File: src/rtl/pll_solver_pkg.sv
package pll_solver_pkg;

    typedef enum logic [1:0] {
        ERR_NONE  = 2'd0,
        ERR_RANGE = 2'd1,
        ERR_NOFIT = 2'd2
    } solve_err_e;

    typedef enum logic [2:0] {
        S_IDLE,
        S_RANGE,
        S_MFI_GO,
        S_MFI_WAIT,
        S_MFN_GO,
        S_MFN_WAIT,
        S_STEP
    } solve_state_e;

endpackage

File: src/rtl/pll_div_seq.sv
module pll_div_seq #(
    parameter int NW = 42,
    parameter int DW = 33
) (
    input  logic          clk,
    input  logic          rst_n,
    input  logic          go_i,
    input  logic [NW-1:0] num_i,
    input  logic [DW-1:0] den_i,
    output logic          busy_o,
    output logic          done_o,
    output logic [NW-1:0] quo_o
);
    localparam int CW = $clog2(NW + 1);

    logic [DW-1:0] rem_q, den_q;
    logic [NW-1:0] quo_q;
    logic [CW-1:0] cnt_q;
    logic [DW:0]   rem_sh, rem_sub;
    logic          take;

    assign rem_sh  = {rem_q, quo_q[NW-1]};
    assign take    = rem_sh >= {1'b0, den_q};
    assign rem_sub = rem_sh - {1'b0, den_q};
    assign quo_o   = quo_q;

    always_ff @(posedge clk or negedge rst_n) begin
        if (!rst_n) begin
            rem_q  <= '0;
            den_q  <= '0;
            quo_q  <= '0;
            cnt_q  <= '0;
            busy_o <= 1'b0;
            done_o <= 1'b0;
        end else begin
            done_o <= 1'b0;
            if (go_i) begin
                rem_q  <= '0;
                den_q  <= den_i;
                quo_q  <= num_i;
                cnt_q  <= CW'(NW);
                busy_o <= 1'b1;
            end else if (busy_o) begin
                rem_q <= take ? rem_sub[DW-1:0] : rem_sh[DW-1:0];
                quo_q <= {quo_q[NW-2:0], take};
                cnt_q <= cnt_q - 1'b1;
                if (cnt_q == CW'(1)) begin
                    busy_o <= 1'b0;
                    done_o <= 1'b1;
                end
            end
        end
    end

    AST_DIV_GO_IDLE: assert property (@(posedge clk) disable iff (!rst_n)
        go_i |-> !busy_o);
    AST_DIV_REM_BOUND: assert property (@(posedge clk) disable iff (!rst_n)
        (busy_o && den_q != '0) |-> rem_q < den_q);

endmodule

File: src/rtl/pll_window_chk.sv
module pll_window_chk #(
    parameter int FW      = 32,
    parameter int MFI_MIN = 6,
    parameter int MFI_MAX = 15,
    parameter int PD_MAX  = 16
) (
    input  logic [FW-1:0] ref_i,
    input  logic [FW-1:0] tgt_i,
    output logic          bad_o
);
    localparam int WW = FW + 8;

    logic [WW-1:0] lo, hi, tgt_w;

    always_comb begin
        lo    = (WW'(ref_i) * WW'(2 * MFI_MIN)) / WW'(PD_MAX);
        hi    = WW'(ref_i) * WW'(2 * MFI_MAX);
        tgt_w = WW'(tgt_i);
        bad_o = (ref_i == '0) || (tgt_w < lo) || (tgt_w > hi);
    end

endmodule

File: src/rtl/pll_limit_sel.sv
module pll_limit_sel #(
    parameter int MFD_A    = 416,
    parameter int MFD_B    = 432,
    parameter int LIM_R1   = 1022,
    parameter int LIM_R2   = 510,
    parameter int MFDW     = 9,
    parameter int MFNW     = 10
) (
    input  logic            sel_i,
    input  logic            rev_first_i,
    output logic [MFDW-1:0] mfd_o,
    output logic [MFNW-1:0] lim_o
);
    assign mfd_o = sel_i       ? MFDW'(MFD_B)  : MFDW'(MFD_A);
    assign lim_o = rev_first_i ? MFNW'(LIM_R1) : MFNW'(LIM_R2);

endmodule

File: src/rtl/pll_solver.sv
module pll_solver
    import pll_solver_pkg::*;
#(
    parameter int FW         = 32,
    parameter int PD_MAX     = 16,
    parameter int MFI_MIN    = 6,
    parameter int MFI_MAX    = 15,
    parameter int MFN_LIM_R1 = 1022,
    parameter int MFN_LIM_R2 = 510,
    parameter int MFD_REF_A  = 416,
    parameter int MFD_REF_B  = 432
) (
    input  logic                                  clk,
    input  logic                                  rst_n,
    input  logic                                  start_i,
    input  logic [FW-1:0]                         ref_hz_i,
    input  logic [FW-1:0]                         target_hz_i,
    input  logic                                  ref_sel_i,
    input  logic                                  rev_first_i,
    output logic [$clog2(PD_MAX+1)-1:0]           pd_o,
    output logic [$clog2(MFI_MAX+1)-1:0]          mfi_o,
    output logic [$clog2(MFN_LIM_R1+1)-1:0]       mfn_o,
    output logic [$clog2(((MFD_REF_B > MFD_REF_A) ? MFD_REF_B : MFD_REF_A)+1)-1:0] mfd_o,
    output logic                                  done_o,
    output logic [1:0]                            err_o
);
    localparam int PDW  = $clog2(PD_MAX + 1);
    localparam int MFIW = $clog2(MFI_MAX + 1);
    localparam int MFNW = $clog2(MFN_LIM_R1 + 1);
    localparam int MFDW = $clog2(((MFD_REF_B > MFD_REF_A) ? MFD_REF_B : MFD_REF_A) + 1);
    localparam int NW   = FW + MFDW + PDW;
    localparam int DW   = FW + 1;

    solve_state_e state_q, state_d;

    logic [FW-1:0]   ref_q, tgt_q;
    logic            sel_q, rev_q;
    logic [PDW-1:0]  pd_q;
    logic [MFIW-1:0] mfi_q;

    logic            div_go, div_busy, div_done;
    logic [NW-1:0]   div_num, div_quo;
    logic [DW-1:0]   div_den;

    logic            out_of_window;
    logic [MFDW-1:0] mfd_sel;
    logic [MFNW-1:0] mfn_lim;

    logic [NW-1:0]   prod, half, base, frac, mfn_num;
    logic            mfi_fit, mfn_fit, last_pd;
    logic            fin_ok, fin_range, fin_nofit;

    pll_window_chk #(
        .FW(FW), .MFI_MIN(MFI_MIN), .MFI_MAX(MFI_MAX), .PD_MAX(PD_MAX)
    ) u_window (
        .ref_i (ref_q),
        .tgt_i (tgt_q),
        .bad_o (out_of_window)
    );

    pll_limit_sel #(
        .MFD_A(MFD_REF_A), .MFD_B(MFD_REF_B),
        .LIM_R1(MFN_LIM_R1), .LIM_R2(MFN_LIM_R2),
        .MFDW(MFDW), .MFNW(MFNW)
    ) u_limit (
        .sel_i       (sel_q),
        .rev_first_i (rev_q),
        .mfd_o       (mfd_sel),
        .lim_o       (mfn_lim)
    );

    pll_div_seq #(.NW(NW), .DW(DW)) u_div (
        .clk    (clk),
        .rst_n  (rst_n),
        .go_i   (div_go),
        .num_i  (div_num),
        .den_i  (div_den),
        .busy_o (div_busy),
        .done_o (div_done),
        .quo_o  (div_quo)
    );

    // numerator datapath
    always_comb begin
        prod    = NW'(tgt_q) * NW'(pd_q);
        half    = prod >> 1;
        base    = NW'(ref_q) * NW'(mfi_q);
        frac    = half - base;
        mfn_num = frac * NW'(mfd_sel);
    end

    assign mfi_fit = (div_quo >= NW'(MFI_MIN)) && (div_quo <= NW'(MFI_MAX));
    assign mfn_fit = (div_quo <= NW'(mfn_lim)) && (div_quo < NW'(mfd_sel));
    assign last_pd = (pd_q == PDW'(PD_MAX));

    assign div_go  = (state_q == S_MFI_GO) || (state_q == S_MFN_GO);
    assign div_num = (state_q == S_MFN_GO) ? mfn_num : prod;
    assign div_den = (state_q == S_MFN_GO) ? DW'(ref_q) : {ref_q, 1'b0};

    // next state
    always_comb begin
        state_d   = state_q;
        fin_ok    = 1'b0;
        fin_range = 1'b0;
        fin_nofit = 1'b0;
        unique case (state_q)
            S_IDLE: begin
                if (start_i) state_d = S_RANGE;
            end
            S_RANGE: begin
                if (out_of_window) begin
                    fin_range = 1'b1;
                    state_d   = S_IDLE;
                end else begin
                    state_d = S_MFI_GO;
                end
            end
            S_MFI_GO: state_d = S_MFI_WAIT;
            S_MFI_WAIT: begin
                if (div_done) state_d = mfi_fit ? S_MFN_GO : S_STEP;
            end
            S_MFN_GO: state_d = S_MFN_WAIT;
            S_MFN_WAIT: begin
                if (div_done) begin
                    if (mfn_fit) begin
                        fin_ok  = 1'b1;
                        state_d = S_IDLE;
                    end else begin
                        state_d = S_STEP;
                    end
                end
            end
            S_STEP: begin
                if (last_pd) begin
                    fin_nofit = 1'b1;
                    state_d   = S_IDLE;
                end else begin
                    state_d = S_MFI_GO;
                end
            end
            default: state_d = S_IDLE;
        endcase
    end

    // state register
    always_ff @(posedge clk or negedge rst_n) begin
        if (!rst_n) state_q <= S_IDLE;
        else        state_q <= state_d;
    end

    // working registers and outputs
    always_ff @(posedge clk or negedge rst_n) begin
        if (!rst_n) begin
            ref_q  <= '0;
            tgt_q  <= '0;
            sel_q  <= 1'b0;
            rev_q  <= 1'b0;
            pd_q   <= '0;
            mfi_q  <= '0;
            pd_o   <= '0;
            mfi_o  <= '0;
            mfn_o  <= '0;
            mfd_o  <= '0;
            err_o  <= ERR_NONE;
            done_o <= 1'b0;
        end else begin
            done_o <= fin_ok | fin_range | fin_nofit;
            if (state_q == S_IDLE && start_i) begin
                ref_q <= ref_hz_i;
                tgt_q <= target_hz_i;
                sel_q <= ref_sel_i;
                rev_q <= rev_first_i;
                pd_q  <= PDW'(1);
            end
            if (state_q == S_MFI_WAIT && div_done && mfi_fit)
                mfi_q <= div_quo[MFIW-1:0];
            if (state_q == S_STEP && !last_pd)
                pd_q <= pd_q + 1'b1;
            if (fin_ok) begin
                pd_o  <= pd_q;
                mfi_o <= mfi_q;
                mfn_o <= div_quo[MFNW-1:0];
                mfd_o <= mfd_sel;
                err_o <= ERR_NONE;
            end else if (fin_range || fin_nofit) begin
                pd_o  <= '0;
                mfi_o <= '0;
                mfn_o <= '0;
                mfd_o <= '0;
                err_o <= fin_range ? ERR_RANGE : ERR_NOFIT;
            end
        end
    end

    AST_DONE_PULSE: assert property (@(posedge clk) disable iff (!rst_n)
        done_o |=> !done_o);
    AST_RESULT_HELD: assert property (@(posedge clk) disable iff (!rst_n)
        !done_o |-> $stable({pd_o, mfi_o, mfn_o, mfd_o, err_o}));
    AST_PD_MFI_BOUNDS: assert property (@(posedge clk) disable iff (!rst_n)
        (done_o && err_o == ERR_NONE) |->
            (pd_o >= PDW'(1) && pd_o <= PDW'(PD_MAX) &&
             mfi_o >= MFIW'(MFI_MIN) && mfi_o <= MFIW'(MFI_MAX)));
    AST_MFN_BELOW_MFD: assert property (@(posedge clk) disable iff (!rst_n)
        (done_o && err_o == ERR_NONE) |-> mfn_o < MFNW'(mfd_o));
    AST_MFN_REV_LIMIT: assert property (@(posedge clk) disable iff (!rst_n)
        (done_o && err_o == ERR_NONE && !rev_q) |-> mfn_o <= MFNW'(MFN_LIM_R2));
    AST_MFD_CHOICE: assert property (@(posedge clk) disable iff (!rst_n)
        (done_o && err_o == ERR_NONE) |->
            mfd_o == (sel_q ? MFDW'(MFD_REF_B) : MFDW'(MFD_REF_A)));
    AST_ERR_ZEROED: assert property (@(posedge clk) disable iff (!rst_n)
        (done_o && err_o != ERR_NONE) |-> (pd_o == '0 && mfd_o == '0));
    AST_NO_START_BUSY: assert property (@(posedge clk) disable iff (!rst_n)
        (state_q != S_IDLE && !div_busy && state_q == S_RANGE) |=> state_q != S_RANGE);

endmodule

File: config.mk
export PLATFORM = sky130hd
export DESIGN_NAME = pll_solver
export DESIGN_NICKNAME = d
export VERILOG_FILES = /design/src/rtl/pll_solver_pkg.sv /design/src/rtl/pll_div_seq.sv /design/src/rtl/pll_window_chk.sv /design/src/rtl/pll_limit_sel.sv /design/src/rtl/pll_solver.sv
export SDC_FILE = /design/constraint.sdc
export NUM_CORES = 2
export LEC_CHECK = 0
export ABC_AREA = 1
export BUFFER_PORTS_ARGS = -buffer_cell sky130_fd_sc_hd__buf_2
export CORE_ASPECT_RATIO = 1.5
export CORE_MARGIN = 2
export CORE_UTILIZATION = 55
export DETAILED_ROUTE_END_ITERATION = 8
export GPL_TIMING_DRIVEN = 0
export PLACE_DENSITY = 0.77
export SYNTH_ARGS = -nofsm -noshare
export SYNTH_HDL_FRONTEND = slang
export SYNTH_SLANG_ARGS = --single-unit
File: constraint.sdc
create_clock -name clk -period 9.9 [get_ports clk]
set_input_delay 0.495 -clock clk [delete_from_list [all_inputs] [get_ports clk]]
set_output_delay 0.495 -clock clk [all_outputs]
set_load 0.02 [all_outputs]
# Word-level counts from Yosys, hierarchy flattened
# Cells that the tools add are included.
# classes
eq_ne,11
add_sub_neg,4
n_bitwise,2
n_reduce_logical,17
mux,45
mul,5
magnitude_cmp,7
# ops
operator,count
$mux 46,3
$mux 33,4
$ge 46x3->1 const B,1
$le 46x10->1,1
$le 46x4->1 const B,1
$lt 46x9->1,1
$mul 37x10->46,1
$gt 32x37->1,1
$mul 32x5->37,1
$sub 36x36->37,1
$mul 32x4->36,1
$mul 32x4->36 const B,1
$ge 34x33->1,1
$mul 32x2->34 const B,1
$sub 33x33->33,1
$logic_not 32->1,1
$lt 32x32->1,1
$mux 10,3
$mux 5,5
$pmux 3 s7,1
$mux 9,2
$mux 1,13
$mux 2,6
$mux 3,4
other kinds (18),35
# totals
reg_bits,229
output_inout_bits,31
wordCells,110

# Longest topological paths before layout
# logic_depth
ltp_word,9
depth_mapped,58
ltp_nobuf,56

# By module
# From an unflattened synthesis, not the netlist that was laid out.
# unflattened
hier_cells,5968
area_unflattened_um2,42892.4
# modules_own_cells
module,cells_per_inst,seq_area_each_um2,area_per_inst_um2,instances
pll_solver,3799,2727.6,27948.1,1
pll_div_seq,1128,3002.9,7836.3,1
pll_window_chk,1020,0.0,6957.9,1
pll_limit_sel,21,0.0,150.1,1

# Worst setup path after synthesis
# OpenSTA, ideal clock, no wires.
# synth_path
kind,register to register
start,register pd_q[2]
end,register u_div.quo_q[41] (netlist: u_div.quo_o[41])
t_arrival_ns,9.339
stages_incl_launch_ff,50
slack_ns,0.431
synth_period_minus_slack_ns,9.469
path_cell_list,dfrtp_1 > clkbuf_1 > buf_1 > nand2_1 > inv_1 > fa_1 > fa_1 > inv_1 > fa_1 > inv_1 > ha_1 > a21oi_1 > o21ai_0 > nor2_1 > o21ai_2 > a21oi_1 > o21ai_1 > xnor2_1 > [14 not listed] > inv_1 > fa_1 > inv_1 > ha_1 > ha_1 > ha_1 > a21oi_1 > o21ai_0 > nand2_1 > o211ai_1 > inv_1 > o211ai_1 > nand2_1 > nand2_1 > a21boi_0 > inv_1 > o21ai_0 > nand3_1
# synth_between
elab_chain_cells,5
# synth_rtl
element,line,rtl
from (decl),pll_solver.sv:38,logic [PDW-1:0] pd_q;
from (signal assigned),pll_solver.sv:178,pd_q <= pd_q + 1'b1;
$mul 32x5->37,pll_solver.sv:85,prod = NW'(tgt_q) * NW'(pd_q);
$sub 36x36->37,pll_solver.sv:88,frac = half - base;
$mul 37x10->46,pll_solver.sv:89,mfn_num = frac * NW'(mfd_sel);
$mux 46,pll_solver.sv:97,assign div_num = (state_q == S_MFN_GO) ? mfn_num : prod;
$mux 46,pll_div_seq.sv:37,if (go_i) begin
to (signal assigned),pll_div_seq.sv:40,quo_q <= num_i;
to (signal assigned),pll_div_seq.sv:45,"quo_q <= {quo_q[NW-2:0], take};"
to (decl),pll_div_seq.sv:17,logic [NW-1:0] quo_q;
# Every way passes these cells.
# A chain may end at the register's enable or synchronous reset.

# Final worst setup path
# layout_path
start,register pd_q[3]
end,register u_div.quo_q[40] (netlist: u_div.quo_o[40])
# Same word-level chain as after synthesis.

==> qor.log <==
[synth] sequential element share of the synthesized area 0.161
[floorplan] area enclosed by the die boundary 65,000 µm²
[critical_path] Crit. End Element flip-flop
[final_layout] share of the core filled with cells in the final layout 0.679
[synth] EDFF count, synth 0
[clocking] clock sink count 222
[final_layout] fraction of layout cells with a size suffix above 1 0.198
[final_layout] final net count 5,711
[clocking] largest buffer count on any clock path 3
[floorplan] width of the chip 209 µm
[timing] unrepaired setup endpoints after global routing yes
[grt] number of antenna violations at the first check in global routing 1
[clocking] clock input transition at the sequential cells of the worst setup and hold paths 0.07 ns
[detailed_routing] average routed wire per standard cell 23.1 µm
[grt] aggregate global-route resource usage 0.379
[clocking] clock tree root buffer cell sky130_fd_sc_hd__clkbuf_16
[synth] warnings from Yosys 0
[critical_path] Critical Path Fanout Max 5
[grt] overflow left after global routing 0
[floorplan] standard-cell rows 112
[run] reported max-cap violation count 1
[run_status] result of the run finished, violations left
[synth] post-synth design cell area 34,600 µm²
[clocking] maximum level of the CTS H-tree 1
[critical_path] library cell contributing the largest single delay on the critical path sky130_fd_sc_hd__fa_1
[synth] cell count after synthesis 4,587
[timing] normalized max-slew margin -0.0482
[synth] mean area per synthesized cell 7.54 µm²
[clocking] worst-skew pair later-pin latency 0.58 ns
[final_layout] signed area change from the synthesized netlist to the final layout 22.2%
[critical_path] Critical Path AT 10.85 ns
[clocking] total CTS buffers 23
[timing] Final setup viols 22
[final_layout] multi-input combinational cell area 29,200 µm²
[detailed_routing] drc violations 0
[detailed_routing] via count 34,300
[floorplan] die boundary height 311 µm
[grt] pin count of the biggest net entering global routing 111
[detailed_routing] first-pass detailed-route iteration total 6
[detailed_routing] via density per instance 6.03
[timing] post-route minimum period 10.45 ns
[synth] most used flip-flop cell after synthesis sky130_fd_sc_hd__dfrtp_1
[timing] worst path setup slack after routing -0.554 ns
[run_status] violated checks max-capacitance violations, max-slew violations, negative setup slack
[timing] aggregate negative setup slack -5.99 ns
[timing] final worst-path cycle share 1.06
[synth] fraction of synthesis flops using an asynchronous set or reset pin 1.00
[placement] Routability Congestion 1.00
[synth] Unique masters post-synth 66
[detailed_routing] Final Routed Wirelength 131,000 µm
[final_layout] count of fill cells added during filler insertion 4,851
[timing] Worst-Margin Slew 1.56 ns
[floorplan] ports placed on the boundary 100
[floorplan] effective utilization at floorplan 0.556
[synth] area fraction of the dominant cell type after synthesis 0.185
[timing] clock tree skew after final layout 0.0343 ns
[placement] count of buffers inserted at the top-level ports 94
[placement] placed wire-length estimate after detailed placement 97,000 µm
[grt] first-pass GRT wire length 190,000 µm
[synth] leading area contributor after synthesis sky130_fd_sc_hd__fa_1
[critical_path] CP startpoint kind flip-flop
[grt] vias in the first global route 34,600
[timing] Peak Freq 95.7 MHz
[detailed_routing] violation count after the first detailed-route iteration 2,959
[floorplan] Floorplan Core Area 62,200 µm²
[critical_path] data required time of the worst path 10.30 ns
[detailed_routing] DRT antenna net count 0
[synth] #FFs+latches synth 222
[hold_path] path category of the worst min-delay check input port to flip-flop
[timing] number of max-slew violations in the final report 4
[critical_path] Worst path max stage delay 0.55 ns
[critical_path] kind of critical path flip-flop to flip-flop
[timing] number of hold violations in the final report 0
[clocking] CTS tree done
[final_layout] Reg area 5570 µm²
[synth] largest cells by area after synthesis sky130_fd_sc_hd__fa_1, sky130_fd_sc_hd__ha_1, sky130_fd_sc_hd__dfrtp_1
## repair_timing
action	4_1_cts	5_1_grt
hold buffers	1	0
pin swaps	140	176
cloned	2	0
setup buffers	91	73
resized for setup	428	325
endpoints found under the setup margin	32	29
hold endpoints to repair	6	0
## Yosys cell counts (all sizes together) (4+ instances only)
cell type / number
a21boi: 10
a21o: 22
a21oi: 339
a221oi: 6
a22oi: 10
a31oi: 27
buf: 42
clkbuf: 71
dfrtp: 222
fa: 319
ha: 449
inv: 854
mux2: 31
nand2: 1031
nand3: 141
nand3b: 11
nand4: 58
nor2: 321
nor3: 45
nor4: 21
o211ai: 31
o21a: 12
o21ai: 215
o21bai: 27
o221ai: 50
o22ai: 16
o31ai: 4
or2: 6
xnor2: 68
xor2: 106
## layer usage
| metal | part of all wire | vias up | global-route usage |
|---|---|---|---|
| met5 | 0 | - | 0 |
| met4 | 0.12 | 0 | 0.344 |
| met3 | 0.074 | 744 | 0.0564 |
| met2 | 0.48 | 1888 | 0.655 |
| met1 | 0.33 | 16400 | 0.397 |
| li1 | - | 15300 | - |
## worst paths after layout
check / depth (start not counted) / slack (ns) / endpoint / startpoint
max in group asynchronous: 3 / 8.75 / u_div.den_q[26] / rst_n
min in group asynchronous: 2 / 0.32 / tgt_q[6] / rst_n
hold / removal: 2 / 0.16 / tgt_q[16] / target_hz_i[16]
hold reg to reg: 2 / 0.48 / u_div.quo_o[37] / u_div.quo_o[36]
setup / recovery: 49 / -0.55 / u_div.quo_o[40] / pd_q[3]
setup reg to reg: 49 / -0.55 / u_div.quo_o[40] / pd_q[3]
## cell type report
type,instances,area share
plain buffers,109,0.0139
diodes,4,0.000237
multi-input cells,3402,0.690
well taps,798,0.0236
repair buffers,262,0.0454
clock inverters,11,0.00364
flip-flops and latches,222,0.132
inverters,854,0.0759
clock buffers,29,0.0151
## flip-flops by register name, summed over array words and instances, names as in the netlist
register and count:
pd_q 5, tgt_q 32, mfd_o 2, rev_q 1
u_div.busy_o 1, err_o 2, sel_q 1, u_div.done_o 1
mfi_q 4, ref_q 32, done_o 1, mfn_o 10
pd_o 5, mfi_o 4, u_div.quo_o 46, state_q 3
u_div.den_q 33, u_div.cnt_q 6, u_div.rem_q 33
## layout by cell type (no fill, tap or decap), drive strengths merged, types with 106 or more instances in the layout
cell type,n
nand2,1031
inv,857
ha,449
a21oi,339
nor2,321
fa,319
buf,304
dfrtp,222
o21ai,215
nand3,141
xor2,106
## metrics by stage
step                      cell area, µm²  hold WS (ns)  setup WS [ns]  instances
final                              42300         0.164         -0.554       5691
after global routing               42300         0.162         -0.952       5689
after CTS                          40000         0.153       -0.00146       5615
after detailed placement           36100         0.300          -2.09       5485
after global placement             36100         0.473          -2.01       5483
after floorplan                    34600         0.199          0.431       4591
## cell families (layout without fill, tap and decap cells)
kind of cell               after synthesis  after routing  synth area share
other                                    1              9          0.000108
adders and majority gates              768            768             0.347
buffers and inverters                  967           1265             0.107
DFF                                    222            222             0.161
muxes                                   31             31            0.0101
xor gates and xnor gates               174            174            0.0449
and+or+nand+nor                       1642           1642             0.197
AOI/OAI and AO/OA                      782            782             0.133
## critical path: cells and delay by family (launching register included)
family / cells / cell delay [ns]
AND/OR/NAND/NOR: 14 / 1.59
AO/OA/AOI/OAI: 11 / 1.87
XOR/XNOR: 1 / 0.34
buffers and inverters: 11 / 1.14
flip-flops: 1 / 0.50
adder cells (fa/ha/maj): 12 / 4.82
Power is not shown: default switching activity piles up to over one toggle a cycle in this logic, so the estimate is an artifact.
